`config.mk`:
```
export PLATFORM = sky130hd
export DESIGN_NAME = serial_rx_idle
export DESIGN_NICKNAME = d
export VERILOG_FILES = /design/src/rtl/srx_pkg.sv /design/src/rtl/srx_frame.sv /design/src/rtl/srx_idle.sv /design/src/rtl/serial_rx_idle.sv
export SDC_FILE = /design/constraint.sdc
export NUM_CORES = 1
export LEC_CHECK = 0
export ABC_AREA = 0
export BUFFER_PORTS_ARGS = -buffer_cell sky130_fd_sc_hd__buf_2
export CORE_UTILIZATION = 30
export DETAILED_ROUTE_END_ITERATION = 8
export PLACE_DENSITY_LB_ADDON = 0.25
export SYNTH_ARGS = -nofsm -noshare
export SYNTH_HDL_FRONTEND = slang
export SYNTH_SLANG_ARGS = --single-unit
```
`constraint.sdc`:
```
create_clock -name clk -period 3.6 [get_ports clk]
set_clock_uncertainty 0.1 [all_clocks]
set_input_delay 0.18 -clock clk [delete_from_list [all_inputs] [get_ports clk]]
set_output_delay 0.18 -clock clk [all_outputs]
set_load 0.005 [all_outputs]
```
`src/rtl/srx_pkg.sv`:
```
package srx_pkg;
  // ticks per bit and first voting phase (0-based phase within a bit)
  localparam int OVS     = 16;
  localparam int VOTE_PH = OVS / 2 - 1;

  function automatic logic maj3(input logic a, input logic b, input logic c);
    return (a & b) | (a & c) | (b & c);
  endfunction

  function automatic logic split3(input logic a, input logic b, input logic c);
    return (a ^ b) | (b ^ c);
  endfunction

  // ticks in one frame: start + data + stop
  function automatic int frame_ticks(input logic long_word, input int base_bits);
    return (base_bits + 2 + int'(long_word)) * OVS;
  endfunction
endpackage

```
`src/rtl/srx_frame.sv`:
```
module srx_frame
  import srx_pkg::*;
#(
  parameter int BASE_BITS = 8,
  localparam int DW = BASE_BITS + 1,
  localparam int BW = $clog2(DW + 2),
  localparam int PW = $clog2(OVS)
) (
  input  logic          clk,
  input  logic          rst_n,
  input  logic          en,
  input  logic          tick,
  input  logic          line,
  input  logic          long_word,
  output logic          char_done,
  output logic          char_stop,
  output logic          char_noise,
  output logic [DW-1:0] char_data
);
  logic [PW-1:0] ph_q;
  logic [BW-1:0] bit_q;
  logic [DW-1:0] sh_q;
  logic          busy_q, prev_hi_q, s_a_q, s_b_q, nacc_q;
  logic [BW-1:0] stop_idx;
  logic          at_vote, vote, split;

  assign stop_idx   = long_word ? BW'(DW + 1) : BW'(DW);
  assign at_vote    = busy_q && (ph_q == PW'(VOTE_PH + 2));
  assign vote       = maj3(s_a_q, s_b_q, line);
  assign split      = split3(s_a_q, s_b_q, line);
  assign char_done  = en && tick && at_vote && (bit_q == stop_idx);
  assign char_stop  = vote;
  assign char_noise = nacc_q | split;
  assign char_data  = long_word ? sh_q : (sh_q >> 1);

  always_ff @(posedge clk) begin
    if (!rst_n) begin
      ph_q      <= '0;
      bit_q     <= '0;
      sh_q      <= '0;
      busy_q    <= 1'b0;
      prev_hi_q <= 1'b0;
      s_a_q     <= 1'b0;
      s_b_q     <= 1'b0;
      nacc_q    <= 1'b0;
    end else if (!en) begin
      busy_q    <= 1'b0;
      prev_hi_q <= 1'b0;
    end else if (tick) begin
      prev_hi_q <= line;
      if (!busy_q) begin
        if (!line && prev_hi_q) begin
          busy_q <= 1'b1;
          ph_q   <= PW'(1);
          bit_q  <= '0;
          nacc_q <= 1'b0;
        end
      end else begin
        ph_q <= ph_q + 1'b1;
        if (ph_q == PW'(OVS - 1)) bit_q <= bit_q + 1'b1;
        if (ph_q == PW'(VOTE_PH)) s_a_q <= line;
        if (ph_q == PW'(VOTE_PH + 1)) s_b_q <= line;
        if (at_vote) begin
          nacc_q <= nacc_q | split;
          if (bit_q == '0) begin
            if (vote) busy_q <= 1'b0;
          end else if (bit_q == stop_idx) begin
            busy_q <= 1'b0;
          end else begin
            sh_q <= {vote, sh_q[DW-1:1]};
          end
        end
      end
    end
  end

  // a frame only opens on a low line sample
  assert_fall_start_R1: assert property (@(posedge clk) disable iff (!rst_n)
    $rose(busy_q) |-> $past(!line));

  // a disabled receiver holds no frame
  assert_off_idle_R10: assert property (@(posedge clk) disable iff (!rst_n)
    !en |=> !busy_q);
endmodule

```
`src/rtl/srx_idle.sv`:
```
module srx_idle
  import srx_pkg::*;
#(
  parameter int BASE_BITS = 8,
  localparam int DW = BASE_BITS + 1,
  localparam int CW = $clog2((DW + 2) * OVS + 1)
) (
  input  logic clk,
  input  logic rst_n,
  input  logic en,
  input  logic tick,
  input  logic line,
  input  logic long_word,
  input  logic arm,
  output logic idle_hit
);
  logic [CW-1:0] run_q, span;
  logic          armed_q;

  assign span     = CW'(frame_ticks(long_word, BASE_BITS));
  assign idle_hit = en && tick && line && armed_q && (run_q == span - 1'b1);

  always_ff @(posedge clk) begin
    if (!rst_n) begin
      run_q   <= '0;
      armed_q <= 1'b0;
    end else begin
      if (!en) run_q <= '0;
      else if (tick) begin
        if (!line) run_q <= '0;
        else if (run_q < span) run_q <= run_q + 1'b1;
      end
      if (idle_hit) armed_q <= 1'b0;
      else if (arm) armed_q <= 1'b1;
    end
  end
endmodule

```
`src/rtl/serial_rx_idle.sv`:
```
module serial_rx_idle
  import srx_pkg::*;
#(
  parameter int BASE_BITS = 8,
  localparam int DW = BASE_BITS + 1
) (
  input  logic          clk,
  input  logic          rst_n,
  input  logic          rx_line,
  input  logic          tick16,
  input  logic          rx_en,
  input  logic          long_word,
  input  logic          rx_ie,
  input  logic          idle_ie,
  input  logic          rd_strobe,
  output logic [DW-1:0] rx_data,
  output logic          flag_full,
  output logic          flag_ovr,
  output logic          flag_noise,
  output logic          flag_frm,
  output logic          flag_idle,
  output logic          irq
);
  logic          char_done, char_stop, char_noise, idle_hit;
  logic [DW-1:0] char_data, data_q;
  logic          full_eff, take, spill;

  srx_frame #(.BASE_BITS(BASE_BITS)) u_frame (
    .clk(clk), .rst_n(rst_n), .en(rx_en), .tick(tick16), .line(rx_line),
    .long_word(long_word), .char_done(char_done), .char_stop(char_stop),
    .char_noise(char_noise), .char_data(char_data)
  );

  srx_idle #(.BASE_BITS(BASE_BITS)) u_idle (
    .clk(clk), .rst_n(rst_n), .en(rx_en), .tick(tick16), .line(rx_line),
    .long_word(long_word), .arm(char_done && char_stop), .idle_hit(idle_hit)
  );

  // a read in the same cycle frees the holding register first
  assign full_eff = flag_full && !rd_strobe;
  assign take     = char_done && !full_eff;
  assign spill    = char_done && full_eff;

  always_ff @(posedge clk) begin
    if (!rst_n) begin
      data_q     <= '0;
      flag_full  <= 1'b0;
      flag_ovr   <= 1'b0;
      flag_noise <= 1'b0;
      flag_frm   <= 1'b0;
      flag_idle  <= 1'b0;
    end else begin
      flag_full <= take || full_eff;
      flag_ovr  <= spill || (flag_ovr && !rd_strobe);
      flag_idle <= idle_hit || (flag_idle && !rd_strobe);
      if (take) begin
        data_q     <= char_data;
        flag_noise <= char_noise;
        flag_frm   <= !char_stop;
      end else if (rd_strobe) begin
        flag_noise <= 1'b0;
        flag_frm   <= 1'b0;
      end
    end
  end

  assign rx_data = rx_en ? data_q : '0;
  assign irq     = (rx_ie && flag_full) || (idle_ie && flag_idle);

  assert_full_from_char_R3: assert property (@(posedge clk) disable iff (!rst_n)
    $rose(flag_full) |-> $past(char_done));

  assert_ovr_keeps_data_R6: assert property (@(posedge clk) disable iff (!rst_n)
    (char_done && flag_full && !rd_strobe) |=> (flag_ovr && $stable(data_q)));

  assert_idle_from_watch_R7: assert property (@(posedge clk) disable iff (!rst_n)
    $rose(flag_idle) |-> $past(idle_hit));

  assert_read_clears_R8: assert property (@(posedge clk) disable iff (!rst_n)
    (rd_strobe && !char_done && !idle_hit) |=> (!flag_full && !flag_ovr && !flag_idle));
endmodule

```
# Word-level counts from Yosys, hierarchy flattened
# Cells that the tools add are included.
# W data, S select, Z words.
# op_classes
n_addsub	5
order_cmp	1
eq_ne	9
mux	22
n_bitwise	12
reduce_logical	36
# op_table
operator	count
$mux W4	5
$mux W9	2
$logic_and A1 B1 Y1	16
$mux W8	2
$reduce_and A4 Y1	4
$eq A4 B4 Y1 const B	3
$mux W1	12
$add A4 B1 Y4 const B	2
$add A8 B1 Y8 const B	1
$eq A8 B8 Y1	1
$lt A8 B8 Y1	1
$sub A8 B1 Y8 const B	1
$reduce_and A6 Y1	1
$add A4 B1 Y4 const A	1
$eq A4 B3 Y1 const B	1
$eq A4 B4 Y1	1
$logic_not A1 Y1	4
$logic_not A4 Y1	1
$logic_or A1 B1 Y1	4
$ne A2 B2 Y1 const B	2
$or A1 B1 Y1	4
$reduce_and A2 Y1	2
$reduce_bool A2 Y1	2
$and A1 B1 Y1	3
6 further kinds	9
# totals
register_bits	45
inputBits	9
output_inout_bits	15
word_cells	101

# Longest topological paths before layout
# Gate-level depths: netlist of run 1.
# depth
depth_word	7
depth_mapped	8
mapped_depth_nobuf	6

# Cells and area by module
# A second synthesis of run 1 with hierarchy kept.
# hier_totals
cells_unflattened	282
area_unflattened_um2	2458.6
# by_module_without_submodules
mod	instances	cells_each	area_per_inst_um2	seq_area_each_um2
srx_frame	1	144	1270.0	440.4
serial_rx_idle	1	68	626.9	280.3
srx_idle	1	70	561.8	180.2

# Worst setup path after synthesis of run 1
# OpenSTA, ideal clock, no wires.
# synth_timing
path_kind	register to register
startpoint	register u_idle.run_q[4]
endpoint	register u_idle.run_q[7]
setup_time_ns	0.084
arrival_time_ns	1.465
t_required_ns	3.416
path_slack_ns	1.950
path_stages_with_launch	7
path_buffers	0
period_less_slack_ns	1.650
cell_sequence	dfxtp_1 inv_1 ha_1 nor2b_4 o21ba_4 or4_4 o31ai_2
# synth_between
elab_chain_cells	3
word_cells_on_any_way	6
classes_between	1 x add/sub; 1 x order compare; 1 x eq/ne; 2 x mux; 1 x reduce/logical
# synth_lines
item	line	text
start: declaration	srx_idle.sv:17	logic [CW-1:0] run_q, span;
start signal: assignment	srx_idle.sv:31	else if (run_q < span) run_q <= run_q + 1'b1;
$add A8 B1 Y8 / $lt A8 B8 Y1 (equally long branches)	srx_idle.sv:31	
$mux W8 / $ne A2 B1 Y1 (equally long branches)	--	
$mux W8 / $reduce_and A2 Y1 (equally long branches)	--	
# Parallel ways exist; a longest one is shown, timed or not. The select of a mux whose other input is x is not followed.
# A chain may end at the register's enable or synchronous reset.

# Final worst setup path of run 1
# layout_timing
startpoint	register u_frame.busy_q
endpoint	register u_frame.sh_q[5]
# layout_between
elab_chain_cells	2
# layout_lines
item	line	text
start: declaration	srx_frame.sv:23	logic busy_q, prev_hi_q, s_a_q, s_b_q, nacc_q;
start signal: assignment	srx_frame.sv:41	busy_q <= 1'b0;
start signal: assignment	srx_frame.sv:47	busy_q <= 1'b0;
start signal: assignment	srx_frame.sv:53	busy_q <= 1'b1;
$logic_and A1 B1 Y1	srx_frame.sv:28	assign at_vote = busy_q && (ph_q == PW'(VOTE_PH + 2));
$reduce_and A6 Y1 (no source line) (*)	--	
end signal: assignment	srx_frame.sv:70	sh_q <= {vote, sh_q[DW-1:1]};
end: declaration	srx_frame.sv:22	logic [DW-1:0] sh_q;
# Mark *: on every way between the ends. The rest lies on a longest branch, timed or not.

==> reports/results.tsv, run 1 <==
stage	metric	value	unit
cells_and_area	most common cell after layout, fill and taps aside	dfxtp_1	
timing	worst-margin pin slew	0.850	ns
cts	cts repair resizes	0	
pwr	Switching Fraction	0.259	
critical_path	startpoint types	flop	
pwr	Psw	0.228	mW
pwr	LEAKAGE	1.07	nW
run	number of max-cap violations	0	
timing	Worst slew margin	0.433	
critical_path	CP Cell Sequence	and4b_1, nand4_1, mux2i_1	
cts	Clock transition at path regs	0.10	ns
placed_design	PortBufs	23	
placed_design	Post-Place Cells	371	
critical_path	Reg-to-Reg Start	u_frame.busy_q	
cells_and_area	Ant. Diodes	0	
timing	RSZ-0062 raised after global routing	no	
floorplan	# rows	32	
synth	synthesized area	0.00238	sq mm
pwr	Clk network pwr share	0.383	
critical_path	crit path capture type	flop	
drt	TritonRoute pass-1 iters	6	
synth	synthesized flop and latch total	45	
pwr	PD cells	333	mW/mm^2
synth	unique cell type count in the Yosys netlist	54	
grt	vias in the first global route	1755	
cells_and_area	synthesis-to-finish area growth	10.8	%
cts	CTS Buf Count	5	
timing	fin crit period	1.99	ns
critical_path	WS Path Type	reg2reg	
cts	Max Root-Sink Buffers	2	
pwr	Tot Pwr	0.879	mW
synth	Post-synth EDFFs	0	
critical_path	CP peak stage delay	0.55	ns
drt	Final ANT Viol Nets	0	
critical_path	r2r setup slk	1.61	ns
pwr	VDD IR max	0.000146	V
timing	Post-Route Setup TNS	0	ns
critical_path	Crit-path slowest cell	dfxtp_1	
cts	Clock Sinks	45	
critical_path	R2R depth	3	
cells_and_area	layout cells sized above 1	0.191	
grt	first-pass GRT wire length	8660	um
floorplan	Core Area	0.00773	sq mm
critical_path	CP Buf/Inv Count	0	
drt	DR DRC count	0	
floorplan	Initial Utilization	0.309	
drt	DR WL/cell	13.2	um
cts	Skew-Pair Late Insertion Delay	0.31	ns
cells_and_area	fin cells	380	
min_path	worst hold path class	in2reg	
synth	syn avg cell area	9.14	sq um
min_path	Worst Hold End	u_idle.run_q[1]	
timing	Slew Viols, Final	0	
drt	drt total wl	5000	um
placed_design	dpl hpwl	3570	um
drt	vias	1899	
cells_and_area	Total Nets Final	295	
cells_and_area	commonest non-fill, non-tap cells in the layout	45 x dfxtp_1, 27 x nand2_1, 24 x mux2i_1	
grt	total track usage	0.129	
status	status	complete, no violations	
synth	post-synthesis async set-or-reset flop share	0	
cells_and_area	area of the multi-input gates	0.00136	sq mm
critical_path	worst-path maximum fanout	12	
timing	Max Fclk	502	MHz
floorplan	Die Y	91.2	um
timing	Final Hold Fails	0	
floorplan	I/O Pins	24	
cells_and_area	# fillers	829	
critical_path	top cell family by delay on the critical path	simple AND/OR/NAND/NOR gates	
min_path	hold path depth	3	
pwr	part of the power in registers	0.569	
floorplan	total die area	0.00831	sq mm
synth	Synth Flop Type	dfxtp_1	
grt	largest net degree at the start of global routing	22	
timing	Final Setup Violations	0	
grt	initial antenna violation count	0	
drt	via density per instance	5.00	
synth	Mapped Nets	279	
drt	1st-iter DRT viols	65	
critical_path	RR Endpoint	u_frame.sh_q[5]	
pwr	Pint	0.651	mW
critical_path	WP data required	3.73	ns
cts	Clock Tree Root	clkbuf_8	
grt	GR Overflow Total	0	
cells_and_area	FF/Latch Area	901	sq um
timing	Final Cycle Share	0.554	
synth	Synth warnings	0	
floorplan	Die W	91.2	um
cts	H-Tree Depth	2	
cts	CTS tree	yes	
critical_path	Worst EP arrival	2.12	ns
pwr	Logic pwr share	0.048	
synth	Synth Instances	261	
placed_design	Final Wtd Congestion	0.733	
critical_path	CP startpoint	u_frame.busy_q	
synth	post-synthesis sequential area ratio	0.378	
min_path	hold_sp	rx_line	
[logic make-up after synthesis]
logic type,count (synthesis),share of synthesized area
AO/OA/AOI/OAI,59,0.187
XOR/XNOR,3,0.0110
adder cells (fa/ha/maj),9,0.0472
buffers and inverters,23,0.0504
flip-flops,45,0.378
multiplexers,25,0.105
AND/OR/NAND/NOR,97,0.221
[worst register-to-register path, stage by stage, from the launching register on]
cell and delay [ns]:
dfxtp_1 0.55, and4b_1 0.40, nand4_1 0.55, mux2i_1 0.32
[area by class of cell]
| class | instances | share of cell area |
|---|---|---|
| clock inverter | 3 | 0.00947 |
| inverter | 8 | 0.0114 |
| timing repair buffer | 24 | 0.0474 |
| multi-input combinational | 193 | 0.516 |
| clock buffer | 5 | 0.0261 |
| tap | 102 | 0.0483 |
| sequential | 45 | 0.341 |
[cells in the mapped netlist, drive strengths merged, types with 3 or more instances]
| master | count | area share |
|---|---|---|
| or3 | 3 | 0.0084 |
| dfxtp | 45 | 0.38 |
| nor2b | 9 | 0.027 |
| buf | 7 | 0.025 |
| nand4 | 6 | 0.016 |
| inv | 8 | 0.013 |
| nand3 | 8 | 0.017 |
| ha | 9 | 0.047 |
| a21oi | 21 | 0.057 |
| nor3 | 6 | 0.013 |
| nor2 | 13 | 0.020 |
| a311oi | 9 | 0.033 |
| xnor2 | 3 | 0.011 |
| o21ai | 10 | 0.021 |
| and2 | 11 | 0.029 |
| nand2 | 27 | 0.042 |
| clkbuf | 8 | 0.013 |
| mux2i | 24 | 0.10 |
[routing by layer]
metal  wire length, um  share of wire  track usage  vias up
li1                  -              -            -      971
met5                 0              0            0        -
met3               146          0.029       0.0251        9
met1              2410           0.48        0.165      891
met4               116          0.023       0.0556        0
met2              2340           0.47        0.212       28
[state kept, by name, summed over array words and instances, names as in the netlist]
| signal | count |
|---|---|
| u_frame.prev_hi_q | 1 |
| u_idle.run_q | 8 |
| u_frame.bit_q | 4 |
| flag_ovr | 1 |
| u_frame.nacc_q | 1 |
| u_frame.sh_q | 9 |
| flag_idle | 1 |
| u_frame.s_b_q | 1 |
| flag_frm | 1 |
| flag_full | 1 |
| u_idle.armed_q | 1 |
| u_frame.busy_q | 1 |
| u_frame.ph_q | 4 |
| data_q | 9 |
| flag_noise | 1 |
| u_frame.s_a_q | 1 |
[worst max path at each step]
stage,end,depth (start not counted),slack [ns]
floorplan,u_idle.run_q[7],6,1.95
global placement,u_frame.sh_q[6],3,1.71
detailed placement,u_frame.sh_q[5],3,1.62
CTS,u_frame.sh_q[5],3,1.59
global route,u_frame.sh_q[6],3,1.48
finish,u_frame.sh_q[5],3,1.61
[power groups by stage]
stage	clock network (mW)	logic (mW)	registers [mW]
2_1_floorplan	0	0.0283	0.511
3_3_place_gp	0	0.0420	0.512
3_5_place_dp	0	0.0420	0.512
4_1_cts	0.347	0.0431	0.500
5_1_grt	0.372	0.0474	0.500
6_report	0.336	0.0425	0.500
[per-stage QoR]
step	util	setup slack [ns]	hold WS, ns	area [sq um]
2_1_floorplan	-	1.95	0.159	2380
3_3_place_gp	0.328	1.71	0.331	2540
3_5_place_dp	0.328	1.62	0.336	2540
4_1_cts	0.342	1.59	0.170	2640
5_1_grt	0.342	1.48	0.182	2640
6_report	0.342	1.61	0.175	2640
[what timing repair did]
| action | 4_1_cts | 5_1_grt |
|---|---|---|
| hold buffers | 1 | 0 |
| buffers inserted | 0 | 0 |
| endpoints found under the hold margin | 1 | 0 |
Note: power is estimated with default switching activity, not from simulation.
==> inputs of run 2 (changes only) <==
- ABC_AREA: 0 -> 1
- clock period: 3.6 -> 2.1 ns (I/O delays scaled with it)
==> run 2 against run 1 <==
- via count rose by 13%
- cell area grew 2.0%
- core utilization is 0.70 points higher
- synthesized area up 0.73%
- non-clock buffer count increased by 1
- die area rose by 0.71%
- register-to-register slack got worse by 1.3 ns
- total power increased by 83%
- synthesized cell count grew 39%
==> reports/results.tsv, run 2 <==
stage	metric	value	unit
grt	met2 Use GR	0.224	
floorplan	# rows	32	
drt	TritonRoute pass-1 iters	4	
synth	Simple-Gate Fraction of Synth Area	0.324	
critical_path	Crit-path slowest cell	nand3_2	
synth	post-synthesis sequential area ratio	0.375	
min_path	hold_sp	rd_strobe	
critical_path	CP Cell Sequence	inv_1, ha_1, nand4_2, nor2_4, nand3_2, o21ai_1, nor2_1	
synth	top cells by area, synth	dfxtp_1 38%, nand2_1 14%, inv_1 10%, nor2_1 8.1%, a21oi_1 5.2%	
placed_design	PortBufs	23	
synth	xor and xnor area share after synthesis	0.00729	
timing	Post-Route Setup TNS	0	ns
synth	synthesized flop and latch total	45	
synth	Synth warnings	0	
cts	H-Tree Depth	2	
cells_and_area	commonest non-fill, non-tap cells in the layout	92 x nand2_1, 65 x inv_1, 52 x nor2_1	
grt	largest net degree at the start of global routing	21	
run	number of max-cap violations	0	
cts	Clock Sinks	45	
synth	Synth Flop Type	dfxtp_1	
timing	Worst slew margin	0.658	
drt	Final ANT Viol Nets	0	
timing	Max Fclk	556	MHz
timing	fin crit period	1.80	ns
pwr	VDD IR max	0.000252	V
cts	Clock transition at path regs	0.09	ns
drt	DR WL/cell	10.4	um
critical_path	CP startpoint	u_frame.ph_q[1]	
cts	setup repair bufs after CTS	0	
cts	CTS Buf Count	5	
synth	main combinational cell family by area after synthesis	simple AND/OR/NAND/NOR gates	
timing	Final Cycle Share	0.856	
synth	multiplexer area fraction after synthesis	0	
critical_path	Reg-to-Reg Start	u_frame.ph_q[1]	
floorplan	I/O Pins	24	
synth	Synth Instances	363	
synth	synthesized area	0.00240	sq mm
critical_path	Worst EP arrival	1.88	ns
timing	worst-margin pin slew	0.508	ns
grt	routing usage on met3	0.0260	
synth	post-synthesis async set-or-reset flop share	0	
critical_path	startpoint types	flop	
cts	Clock Tree Root	clkbuf_8	
floorplan	total die area	0.00837	sq mm
cells_and_area	# fillers	856	
cts	CTS tree	yes	
timing	Slew Viols, Final	0	
synth	unique cell type count in the Yosys netlist	32	
cells_and_area	Total Nets Final	403	
pwr	PD cells	597	mW/mm^2
pwr	Tot Pwr	1.61	mW
synth	largest area contributor in the netlist	dfxtp_1	
cells_and_area	largest registers	data_q x9, u_frame.sh_q x9, u_idle.run_q x8	
floorplan	Initial Utilization	0.311	
synth	Synth top cells by count	92 x nand2_1, 65 x inv_1, 52 x nor2_1	
timing	Final Hold Fails	0	
floorplan	Die Y	91.5	um
pwr	LEAKAGE	1.33	nW
timing	RSZ-0062 raised after global routing	no	
cells_and_area	Ant. Diodes	0	
placed_design	dpl hpwl	3770	um
synth	Mapped Nets	381	
critical_path	WP data required	2.18	ns
synth	Post-synth EDFFs	0	
grt	GR Overflow Total	0	
cts	hold_buf cts	0	
synth	syn avg cell area	6.62	sq um
min_path	worst hold path class	in2reg	
synth	Adder-Cell Fraction of Synth Area	0.0469	
timing	Final Setup Violations	0	
floorplan	Die W	91.5	um
placed_design	Final Wtd Congestion	0.807	
critical_path	WS Path Type	reg2reg	
cells_and_area	synthesis-to-finish area growth	12.2	%
status	status	complete, no violations	
grt	initial antenna violation count	0	
drt	drt total wl	5070	um
synth	top-count cell post-synth	nand2_1	
critical_path	crit path capture type	flop	
grt	total track usage	0.132	
drt	vias	2149	
drt	1st-iter DRT viols	94	
cts	Max Root-Sink Buffers	2	
critical_path	worst-path maximum fanout	20	
synth	Compound-Gate Fraction of Synth Area	0.108	
cells_and_area	layout cells sized above 1	0.117	
grt	first-pass GRT wire length	8880	um
cts	cts repair resizes	0	
synth	share of the synthesized area in the top cell type	0.375	
floorplan	Core Area	0.00773	sq mm
critical_path	CP peak stage delay	0.35	ns
drt	DR DRC count	0	
drt	via density per instance	4.40	
cts	Skew-Pair Late Insertion Delay	0.30	ns
grt	GR peak layer	met2	
grt	vias in the first global route	1975	
cells_and_area	most common cell after layout, fill and taps aside	nand2_1	
grt	GRT met1 Usage	0.167	
## run 2: cell types whose count changed in the layout (fill, tap and decap cells not counted), moves of 8 or more
cell	previous run	this run
nand2_1	27	92
inv_1	8	65
nor2_1	13	52
mux2i_1	24	0
a21oi_1	13	25
and2_1	10	0
a311oi_1	9	0
nor2b_1	8	0
o21ai_0	10	18
## run 2: critical path: cells and delay by family (launching register included)
family / cells / cell delay, ns
compound gates: 1 / 0.23
fa+ha+maj: 1 / 0.17
simple gates: 4 / 0.74
buf+inv: 1 / 0.10
flops: 1 / 0.32
## run 2: through the flow
step / setup slack (ns) / hold slack [ns] / utilization / std cells / instance area [sq um]
2_1_floorplan: 0.639 / 0.167 / - / 363 / 2400
3_3_place_gp: 0.336 / 0.328 / 0.334 / 480 / 2580
3_5_place_dp: 0.284 / 0.339 / 0.334 / 480 / 2580
4_1_cts: 0.280 / 0.0120 / 0.349 / 488 / 2700
5_1_grt: 0.166 / 0.0409 / 0.349 / 488 / 2700
6_report: 0.302 / 0.0114 / 0.349 / 488 / 2700
## run 2: final timing paths
path | end | slack [ns] | depth (start not counted)
max | data_q[8] | 0.30 | 7
min reg2reg | u_idle.run_q[7] | 0.35 | 2
min | flag_ovr | 0.01 | 4
max reg2reg | data_q[8] | 0.30 | 7
## run 2: power breakdown
| group | internal, mW | total [mW] | leakage, nW | switching (mW) |
|---|---|---|---|---|
| clock | 0.388 | 0.685 | 0.0585 | 0.297 |
| sequential | 0.855 | 0.857 | 0.363 | 0.00214 |
| combinational | 0.0169 | 0.0676 | 0.913 | 0.0507 |
## run 2: layout make-up
| cell class | instances | area [sq um] | area share |
|---|---|---|---|
| clock inverter | 1 | 30.0 | 0.0111 |
| inverter | 67 | 251 | 0.0933 |
| sequential | 45 | 901 | 0.334 |
| tap | 102 | 128 | 0.0474 |
| timing repair buffer | 25 | 130 | 0.0483 |
| multi-input combinational | 241 | 1170 | 0.434 |
| clock buffer | 7 | 86.3 | 0.0320 |
## run 2: logic make-up (layout without fill, tap and decap cells)
kind of cell,Yosys count,after routing
buffers and inverters,77,100
flip-flops,45,45
AO/OA/AOI/OAI,49,49
adder cells (fa/ha/maj),9,9
XOR/XNOR,2,2
AND/OR/NAND/NOR,181,181
## run 2: routing by layer
metal	vias up	routed length, um
met5	-	0
met4	0	40
met3	4	189
met2	37	2380
met1	947	2460
li1	1161	-
